## src/rtl/sio_pkg.sv

```systemverilog
package sio_pkg;
  localparam int unsigned REG_AW = 3;
  localparam logic [REG_AW-1:0] OFS_CTRL = 3'd0;
  localparam logic [REG_AW-1:0] OFS_HND  = 3'd1;
  localparam logic [REG_AW-1:0] OFS_NXT  = 3'd2;
  localparam logic [REG_AW-1:0] OFS_CMP  = 3'd3;
  localparam logic [REG_AW-1:0] OFS_SMP  = 3'd4;

  typedef enum logic {DIR_IN = 1'b0, DIR_OUT = 1'b1} dir_e;

  typedef struct packed {
    logic armed;
    logic missed;
    logic dir;
  } stat_t;
endpackage

```

## src/rtl/sio_regs.sv

```systemverilog
module sio_regs
  import sio_pkg::*;
#(
  parameter int unsigned TIME_W = 32,
  parameter int unsigned HND_W  = 16
) (
  input  logic              clk_i,
  input  logic              rst_ni,
  input  logic              we_i,
  input  logic [REG_AW-1:0] addr_i,
  input  logic [TIME_W-1:0] wdata_i,
  input  stat_t             stat_i,
  input  logic              sample_i,
  output dir_e              dir_o,
  output logic [HND_W-1:0]  hnd_o,
  output logic              nxt_o,
  output logic [TIME_W-1:0] cmp_o,
  output logic              cmp_we_o,
  output logic              clr_missed_o,
  output logic [TIME_W-1:0] rdata_o
);
  localparam int unsigned STAT_W = $bits(stat_t);

  dir_e              dir_q;
  logic [HND_W-1:0]  hnd_q;
  logic              nxt_q;
  logic [TIME_W-1:0] cmp_q;

  always_ff @(posedge clk_i or negedge rst_ni) begin
    if (!rst_ni) begin
      dir_q <= DIR_IN;
      hnd_q <= '0;
      nxt_q <= 1'b0;
      cmp_q <= '0;
    end else if (we_i) begin
      unique case (addr_i)
        OFS_CTRL: dir_q <= dir_e'(wdata_i[0]);
        OFS_HND:  hnd_q <= wdata_i[HND_W-1:0];
        OFS_NXT:  nxt_q <= wdata_i[0];
        OFS_CMP:  cmp_q <= wdata_i;
        default: ;
      endcase
    end
  end

  assign cmp_we_o     = we_i && (addr_i == OFS_CMP);
  assign clr_missed_o = we_i && (addr_i == OFS_CTRL) && wdata_i[1];
  assign dir_o        = dir_q;
  assign hnd_o        = hnd_q;
  assign nxt_o        = nxt_q;
  assign cmp_o        = cmp_q;

  always_comb begin
    rdata_o = '0;
    unique case (addr_i)
      OFS_CTRL: rdata_o[STAT_W-1:0] = stat_i;
      OFS_HND:  rdata_o[HND_W-1:0]  = hnd_q;
      OFS_NXT:  rdata_o[0]          = nxt_q;
      OFS_CMP:  rdata_o             = cmp_q;
      OFS_SMP:  rdata_o[0]          = sample_i;
      default:  rdata_o             = '0;
    endcase
  end
endmodule

```

## src/rtl/sio_sched.sv

```systemverilog
module sio_sched #(
  parameter int unsigned TIME_W = 32
) (
  input  logic              clk_i,
  input  logic              rst_ni,
  input  logic [TIME_W-1:0] time_i,
  input  logic [TIME_W-1:0] cmp_i,
  input  logic              cmp_we_i,
  output logic              fire_o,
  output logic              armed_o
);
  logic armed_q;

  assign fire_o  = armed_q && (time_i == cmp_i);
  assign armed_o = armed_q;

  // a fresh compare write wins over a same-cycle expiry
  always_ff @(posedge clk_i or negedge rst_ni) begin
    if (!rst_ni)       armed_q <= 1'b0;
    else if (cmp_we_i) armed_q <= 1'b1;
    else if (fire_o)   armed_q <= 1'b0;
  end

  p_single_shot_r2: assert property (@(posedge clk_i) disable iff (!rst_ni)
    (fire_o && !cmp_we_i) |=> !armed_o);
  p_arm_on_write_r2: assert property (@(posedge clk_i) disable iff (!rst_ni)
    cmp_we_i |=> armed_o);
endmodule

```

## src/rtl/sio_pin.sv

```systemverilog
module sio_pin
  import sio_pkg::*;
(
  input  logic clk_i,
  input  logic rst_ni,
  input  logic pin_i,
  input  logic fire_i,
  input  dir_e dir_i,
  input  logic nxt_i,
  output logic pin_o,
  output logic sample_o
);
  logic [1:0] sync_q;
  logic       pin_q;
  logic       smp_q;

  always_ff @(posedge clk_i or negedge rst_ni) begin
    if (!rst_ni) begin
      sync_q <= '0;
      pin_q  <= 1'b0;
      smp_q  <= 1'b0;
    end else begin
      sync_q <= {sync_q[0], pin_i};
      if (fire_i) begin
        if (dir_i == DIR_OUT) pin_q <= nxt_i;
        else                  smp_q <= sync_q[1];
      end
    end
  end

  assign pin_o    = pin_q;
  assign sample_o = smp_q;

  p_out_update_r3: assert property (@(posedge clk_i) disable iff (!rst_ni)
    (fire_i && dir_i == DIR_OUT) |=> pin_o == $past(nxt_i));
  p_pin_hold_r7: assert property (@(posedge clk_i) disable iff (!rst_ni)
    !fire_i |=> $stable(pin_o));
  p_in_no_drive_r9: assert property (@(posedge clk_i) disable iff (!rst_ni)
    (dir_i == DIR_IN) |=> $stable(pin_o));
  p_sample_hold_r4: assert property (@(posedge clk_i) disable iff (!rst_ni)
    !fire_i |=> $stable(sample_o));
endmodule

```

## src/rtl/sio_push.sv

```systemverilog
module sio_push #(
  parameter int unsigned HND_W = 16
) (
  input  logic             clk_i,
  input  logic             rst_ni,
  input  logic             fire_i,
  input  logic [HND_W-1:0] hnd_i,
  input  logic             ack_i,
  input  logic             clr_missed_i,
  output logic             req_o,
  output logic [HND_W-1:0] vec_o,
  output logic             missed_o
);
  logic             req_q;
  logic [HND_W-1:0] vec_q;
  logic             miss_q;
  logic             overrun;

  assign overrun = fire_i && req_q && !ack_i;

  always_ff @(posedge clk_i or negedge rst_ni) begin
    if (!rst_ni) begin
      req_q <= 1'b0;
      vec_q <= '0;
    end else if (fire_i) begin
      req_q <= 1'b1;
      vec_q <= hnd_i;
    end else if (req_q && ack_i) begin
      req_q <= 1'b0;
    end
  end

  // set beats clear
  always_ff @(posedge clk_i or negedge rst_ni) begin
    if (!rst_ni)           miss_q <= 1'b0;
    else if (overrun)      miss_q <= 1'b1;
    else if (clr_missed_i) miss_q <= 1'b0;
  end

  assign req_o    = req_q;
  assign vec_o    = vec_q;
  assign missed_o = miss_q;

  p_req_hold_r5: assert property (@(posedge clk_i) disable iff (!rst_ni)
    (req_o && !ack_i && !fire_i) |=> req_o && $stable(vec_o));
  p_req_drop_r5: assert property (@(posedge clk_i) disable iff (!rst_ni)
    (req_o && ack_i && !fire_i) |=> !req_o);
  p_missed_sticky_r6: assert property (@(posedge clk_i) disable iff (!rst_ni)
    (missed_o && !clr_missed_i) |=> missed_o);
  p_no_req_idle_r7: assert property (@(posedge clk_i) disable iff (!rst_ni)
    (!req_o && !fire_i) |=> !req_o);
endmodule

```

## src/rtl/sio_chan.sv

```systemverilog
module sio_chan
  import sio_pkg::*;
#(
  parameter int unsigned TIME_W = 32,
  parameter int unsigned HND_W  = 16
) (
  input  logic              clk_i,
  input  logic              rst_ni,
  input  logic              reg_we_i,
  input  logic [2:0]        reg_addr_i,
  input  logic [TIME_W-1:0] reg_wdata_i,
  output logic [TIME_W-1:0] reg_rdata_o,
  input  logic [TIME_W-1:0] time_i,
  input  logic              pin_i,
  output logic              pin_o,
  output logic              pin_oe_o,
  output logic              push_req_o,
  output logic [HND_W-1:0]  push_vec_o,
  input  logic              push_ack_i
);
  dir_e              dir;
  logic [HND_W-1:0]  hnd;
  logic              nxt;
  logic [TIME_W-1:0] cmp;
  logic              cmp_we;
  logic              clr_missed;
  logic              fire;
  logic              armed;
  logic              missed;
  logic              sample;
  stat_t             stat;

  assign stat = '{armed: armed, missed: missed, dir: dir};

  sio_regs #(.TIME_W(TIME_W), .HND_W(HND_W)) u_regs (
    .clk_i, .rst_ni,
    .we_i(reg_we_i), .addr_i(reg_addr_i), .wdata_i(reg_wdata_i),
    .stat_i(stat), .sample_i(sample),
    .dir_o(dir), .hnd_o(hnd), .nxt_o(nxt), .cmp_o(cmp),
    .cmp_we_o(cmp_we), .clr_missed_o(clr_missed), .rdata_o(reg_rdata_o)
  );

  sio_sched #(.TIME_W(TIME_W)) u_sched (
    .clk_i, .rst_ni, .time_i, .cmp_i(cmp), .cmp_we_i(cmp_we),
    .fire_o(fire), .armed_o(armed)
  );

  sio_pin u_pin (
    .clk_i, .rst_ni, .pin_i, .fire_i(fire), .dir_i(dir), .nxt_i(nxt),
    .pin_o, .sample_o(sample)
  );

  sio_push #(.HND_W(HND_W)) u_push (
    .clk_i, .rst_ni, .fire_i(fire), .hnd_i(hnd), .ack_i(push_ack_i),
    .clr_missed_i(clr_missed), .req_o(push_req_o), .vec_o(push_vec_o),
    .missed_o(missed)
  );

  assign pin_oe_o = (dir == DIR_OUT);

  p_oe_dir_r9: assert property (@(posedge clk_i) disable iff (!rst_ni)
    (reg_we_i && reg_addr_i == OFS_CTRL) |=> pin_oe_o == $past(reg_wdata_i[0]));
  p_req_on_fire_r3: assert property (@(posedge clk_i) disable iff (!rst_ni)
    fire |=> push_req_o);
endmodule

```

## config.mk

```make
export PLATFORM = sky130hd
export DESIGN_NAME = sio_chan
export DESIGN_NICKNAME = d
export VERILOG_FILES = /design/src/rtl/sio_pkg.sv /design/src/rtl/sio_regs.sv /design/src/rtl/sio_sched.sv /design/src/rtl/sio_pin.sv /design/src/rtl/sio_push.sv /design/src/rtl/sio_chan.sv
export SDC_FILE = /design/constraint.sdc
export NUM_CORES = 1
export LEC_CHECK = 0
export ABC_AREA = 1
export BUFFER_PORTS_ARGS = -buffer_cell sky130_fd_sc_hd__buf_2
export CORE_MARGIN = 1.5
export CORE_UTILIZATION = 45
export CTS_CLUSTER_SIZE = 8
export DETAILED_ROUTE_END_ITERATION = 10
export PLACE_DENSITY = 0.83
export SKIP_LAST_GASP = 1
export SYNTH_ARGS = -nofsm -noshare
export SYNTH_HDL_FRONTEND = slang
export SYNTH_SLANG_ARGS = --single-unit
```

## constraint.sdc

```tcl
create_clock -name clk_i -period 1.7 [get_ports clk_i]
set_input_delay 0 -clock clk_i [delete_from_list [all_inputs] [get_ports clk_i]]
set_output_delay 0 -clock clk_i [all_outputs]
set_load 0.005 [all_outputs]
```

After elaboration in Yosys (flattened, before gate mapping). Index checks and enable logic that the tools add are counted.

Equal/unequal tests: 5. Muxes and demuxes: 10. Bitwise logic cells: 1. Reduce and logical (&&, ||, !) cells: 18.

Operator list (count): equality test 32 bit (1); one-hot mux 13 bit (2 select lines) (1); 2-to-1 mux 16 bit (1); AND reduction 2 bit (6); logical AND 1 bit (7); equality test 3 x 2 -> 1 bit, second input constant (2); 2-to-1 mux 1 bit (6); one-hot mux 2 bit (3 select lines) (1); nonzero test 2 bit (3); one-hot mux 1 bit (5 select lines) (1); equality test 3 x 1 -> 1 bit, second input constant (1); equality test 3 bit, second input constant (1); logical NOT 3 bit (1); logical NOT 1 bit (1); NOT 1 bit (1).

Register bits after elaboration: 73. Output and inout port bits: 51. Word-level logic and storage cells: 45.

Longest topological paths before layout.
Depth after elaboration: 5. Mapped depth: 12. Gate-level depth less buffers: 11.

Modules after synthesis. A second synthesis with hierarchy kept.

Cells, all modules: 475. Area total of the unflattened synthesis: 3666.0 sq um.

By module, submodules not included: sio_regs (times used 1, cells each 292, area an instance 2312.2 sq um, seq. area each 1251.2 sq um); sio_push (times used 1, cells each 77, area an instance 716.9 sq um, seq. area each 450.4 sq um); sio_sched (times used 1, cells each 93, area an instance 500.5 sq um, seq. area each 25.0 sq um); sio_pin (times used 1, cells each 13, area an instance 136.4 sq um, seq. area each 100.1 sq um).

Least setup slack after synthesis. OpenSTA, ideal clock, no wires.

Path type: register -> register. From: register u_regs.cmp_q[8], in the netlist u_regs.cmp_o[8]. To: register u_push.vec_q[10], in the netlist u_push.vec_o[10]. Library setup time: 0.117 ns. Data arrival time: 1.300 ns. Required time: 1.583 ns. Slack: 0.283 ns. Stages on the path, launching flop included: 10. Path buffers: 1. Period minus slack after synthesis: 1.417 ns. Cell sequence: dfrtp_1 > xnor2_1 > nand2_1 > nor2_1 > nand2_1 > nor2_2 > nand3_4 > buf_6 > nand2_2 > o21ai_2.

Cells in the longest elaborated chain, start to end: 2.

RTL lines: start: declaration (line sio_regs.sv:27) `logic [TIME_W-1:0] cmp_q;`; start signal: assignment (line sio_regs.sv:40) `OFS_CMP: cmp_q <= wdata_i;`; equality test 32 bit (line sio_sched.sv:14) `assign fire_o = armed_q && (time_i == cmp_i);`; logical AND 1 bit (line sio_sched.sv:14); end signal: assignment (line sio_push.sv:27) `vec_q <= hnd_i;`; end: declaration (line sio_push.sv:15) `logic [HND_W-1:0] vec_q;`.

No other way between the ends. A chain may end at the register's enable or synchronous reset.

Worst setup path in the final report.
From: register u_regs.cmp_q[7], in the netlist u_regs.cmp_o[7]. To: register u_push.vec_q[13], in the netlist u_push.vec_o[13].

The elaborated chain is that of the path after synthesis.

==> impl_metrics.py <==
metrics = {
    "outcome": {
        "status": "complete, no violations",
    },
    "global_routing": {
        "antenna_found_initial": 0,
        "grt_overflow": 0,
        "grt_max_degree": 41,
        "grt_pass1_vias": 4221,
        "grt_pass1_wl_um": 19100,
        "grt_usage_pct": 24.7,
    },
    "timing": {
        "setup_viol": 0,
        "hold_viol": 0,
        "fin_hold_ws_ps": 41.8,
        "worst_pin_slew_ps": 479,
        "skew_ps": 10.9,
        "fmax_mhz": 589,
        "rsz0062_at_grt": "yes",
        "fin_crit_sh_pct": 99.9,
        "max_slew_margin_pct": 68.1,
        "slew_violations": 0,
        "period_needed_ps": 1700,
    },
    "clocking": {
        "ctsRootBufferMaster": "clkbuf_8",
        "clockBufferDepth": 2,
        "htreeDepth": 3,
        "clkTransAtPathRegs_ps": 80,
        "numCtsBuffers": 9,
        "numClockSinks": 73,
        "insertion_delay_ps": 350,
        "cts_tree": "yes",
    },
    "die": {
        "die_h_um": 98.3,
        "die_x_um": 98.3,
        "ios": 123,
        "start_util_pct": 46.6,
        "dieArea_um2": 9660,
        "rows": 34,
        "core_um2": 8760,
    },
    "finish": {
        "final_cell_mix": "162 x nand2_1, 121 x buf_2, 79 x inv_1, 73 x dfrtp_1, 54 x nor2_1",
        "final_layout_size_suffix_gt1_share_pct": 34.0,
        "area_growth_pct": 37.2,
        "final_common_cell": "nand2_1",
        "utilization_pct": 63.9,
        "num_antenna_cells": 0,
        "fin_nets": 819,
    },
    "yosys": {
        "synth_seq_cells": 73,
        "yosys.cell_types.count": 28,
        "synth-seq-area-share_pct": 44.7,
        "synth_fp_nets": 642,
        "synth_cells": 570,
        "syn_area_um2": 4080,
        "yosys_warnings": 0,
        "syn_area_per_cell_um2": 7.16,
    },
    "worst_setup_path": {
        "crit_required_ps": 1940,
        "crit_chain": "inv_2 -> nand2_2 -> nand2_2 -> nor2_4 -> and2_4 -> nand2_4 -> nor2_4 -> nand3_4 -> clkbuf_16 -> nand2_2 -> o21ai_2",
        "path_max_fanout": 8,
        "critPathCaptureType": "register",
        "cp_slowest_cell": "dfrtp_1",
        "ff2ff_path_depth": 11,
        "start_kind": "register",
        "max_stage_delay_ps": 400,
        "crit_arrival_ps": 1940,
        "cpMostUsedCell": "nand2_2",
        "critical_path_class": "register to register",
    },
    "drt": {
        "via_count": 4386,
        "wl_per_cell_um": 14.5,
        "routed_wirelength_um": 12500,
        "detail_route.iter0.violations": 298,
        "drtPass1Iterations": 5,
        "viasPerCell": 5.10,
        "drc": 0,
        "ant_nets": 0,
    },
    "placement": {
        "hpwl_um": 8060,
        "gp_congestion": 0.854,
        "port_buffers": 122,
    },
    "power_and_ir_drop": {
        "p_per_area_nw_per_um2": 826,
        "p_leak_nw": 3.20,
        "ir_worst_vdd_mv": 0.467,
    },
    "job": {
        "cap_violations": 0,
    },
    "min_path": {
        "hp-class": "primary input to register",
        "worstHoldPathCells": 4,
    },
}
## critical path, delay by kind of cell (launching register included)
| kind | cells | cell delay (ps) |
|---|---|---|
| AND/OR/NAND/NOR | 8 | 840 |
| flip-flops | 1 | 400 |
| buffers and inverters | 2 | 290 |
| AO/OA/AOI/OAI | 1 | 50 |
## cell families (layout without fill, tap and decap cells)
kind of cell           count (synthesis)  count (layout)  synth area share (%)
AO/OA/AOI/OAI                         88              88                  13.0
buffers and inverters                126             308                  12.3
flip-flops                            73              73                  44.7
XOR/XNOR                               6               6                  1.29
AND/OR/NAND/NOR                      277             277                  28.6
## layout make-up
| class | instances | area (µm²) |
|---|---|---|
| fill | 708 | 3160 |
| sequential | 73 | 1830 |
| multi-input combinational | 371 | 1810 |
| timing repair buffer | 183 | 1250 |
| inverter | 109 | 409 |
| tap | 108 | 135 |
| clock buffer | 9 | 124 |
| clock inverter | 7 | 47.5 |
## state kept, by name, summed over array words and instances, names as in the netlist
register and count:
u_regs.cmp_o 32, u_push.vec_o 16, u_pin.sample_o 1, u_sched.armed_o 1
u_pin.pin_o 1, u_pin.sync_q 2, u_push.missed_o 1, u_push.req_o 1
u_regs.nxt_o 1, u_regs.dir_o 1, u_regs.hnd_o 16
## Yosys cell counts, drive strengths merged
cell | number | share of area [%]
a211o | 1 | 0.21
a21oi | 17 | 2.1
a31oi | 1 | 0.15
and2 | 2 | 0.37
buf | 9 | 1.6
clkbuf | 8 | 0.74
clkinv | 4 | 0.37
dfrtp | 73 | 45
inv | 105 | 9.7
nand2 | 201 | 20
nand3 | 2 | 0.55
nand4 | 7 | 1.1
nor2 | 63 | 6.5
nor3 | 2 | 0.25
o21ai | 55 | 8.3
o221ai | 2 | 0.43
o22ai | 12 | 1.8
xnor2 | 4 | 0.86
xor2 | 2 | 0.43
## where the power goes
group          total (W)  internal [W]  switching [W]
sequential       0.00214       0.00196       0.000179
clock            0.00122      0.000526       0.000697
combinational    0.00126      0.000530       0.000734
## repair_timing
item / 4_1_cts / 5_1_grt
setup buffers: 0 / 12
hold endpoints to repair: 86 / 0
gates resized for setup: 0 / 21
setup endpoints to repair: 0 / 15
hold buffers: 36 / 0
## stage by stage
step,setup slack (ps),cell area (µm²),std cells,total power (W),setup TNS (ps)
2_1_floorplan,283,4080,570,0.00283,0
3_3_place_gp,148,4850,792,0.00317,0
3_5_place_dp,100,4850,792,0.00322,0
4_1_cts,91.5,5380,844,0.00449,0
5_1_grt,-45.4,5600,860,0.00489,-472
6_report,1.62,5600,860,0.00463,0
## per-layer routing
metal | track usage (%) | part of all wire (%)
met3 | 2.93 | 5.8
met5 | 0 | 0
met1 | 30.3 | 40
met4 | 13.7 | 5.3
met2 | 42.2 | 49
## path summary, 6_finish.rpt
path | from | end | slack [ps]
worst min-delay path | reg_addr_i[0] | u_regs.nxt_o | 40
min in group asynchronous | rst_ni | u_regs.hnd_o[6] | 170
worst max-delay path | u_regs.cmp_o[7] | u_push.vec_o[13] | 2
worst min register to register | u_pin.sync_q[0] | u_pin.sync_q[1] | 360
worst max register to register | u_regs.cmp_o[7] | u_push.vec_o[13] | 2
max in group asynchronous | rst_ni | u_push.vec_o[6] | 920
(Power assumes the default switching activity.)
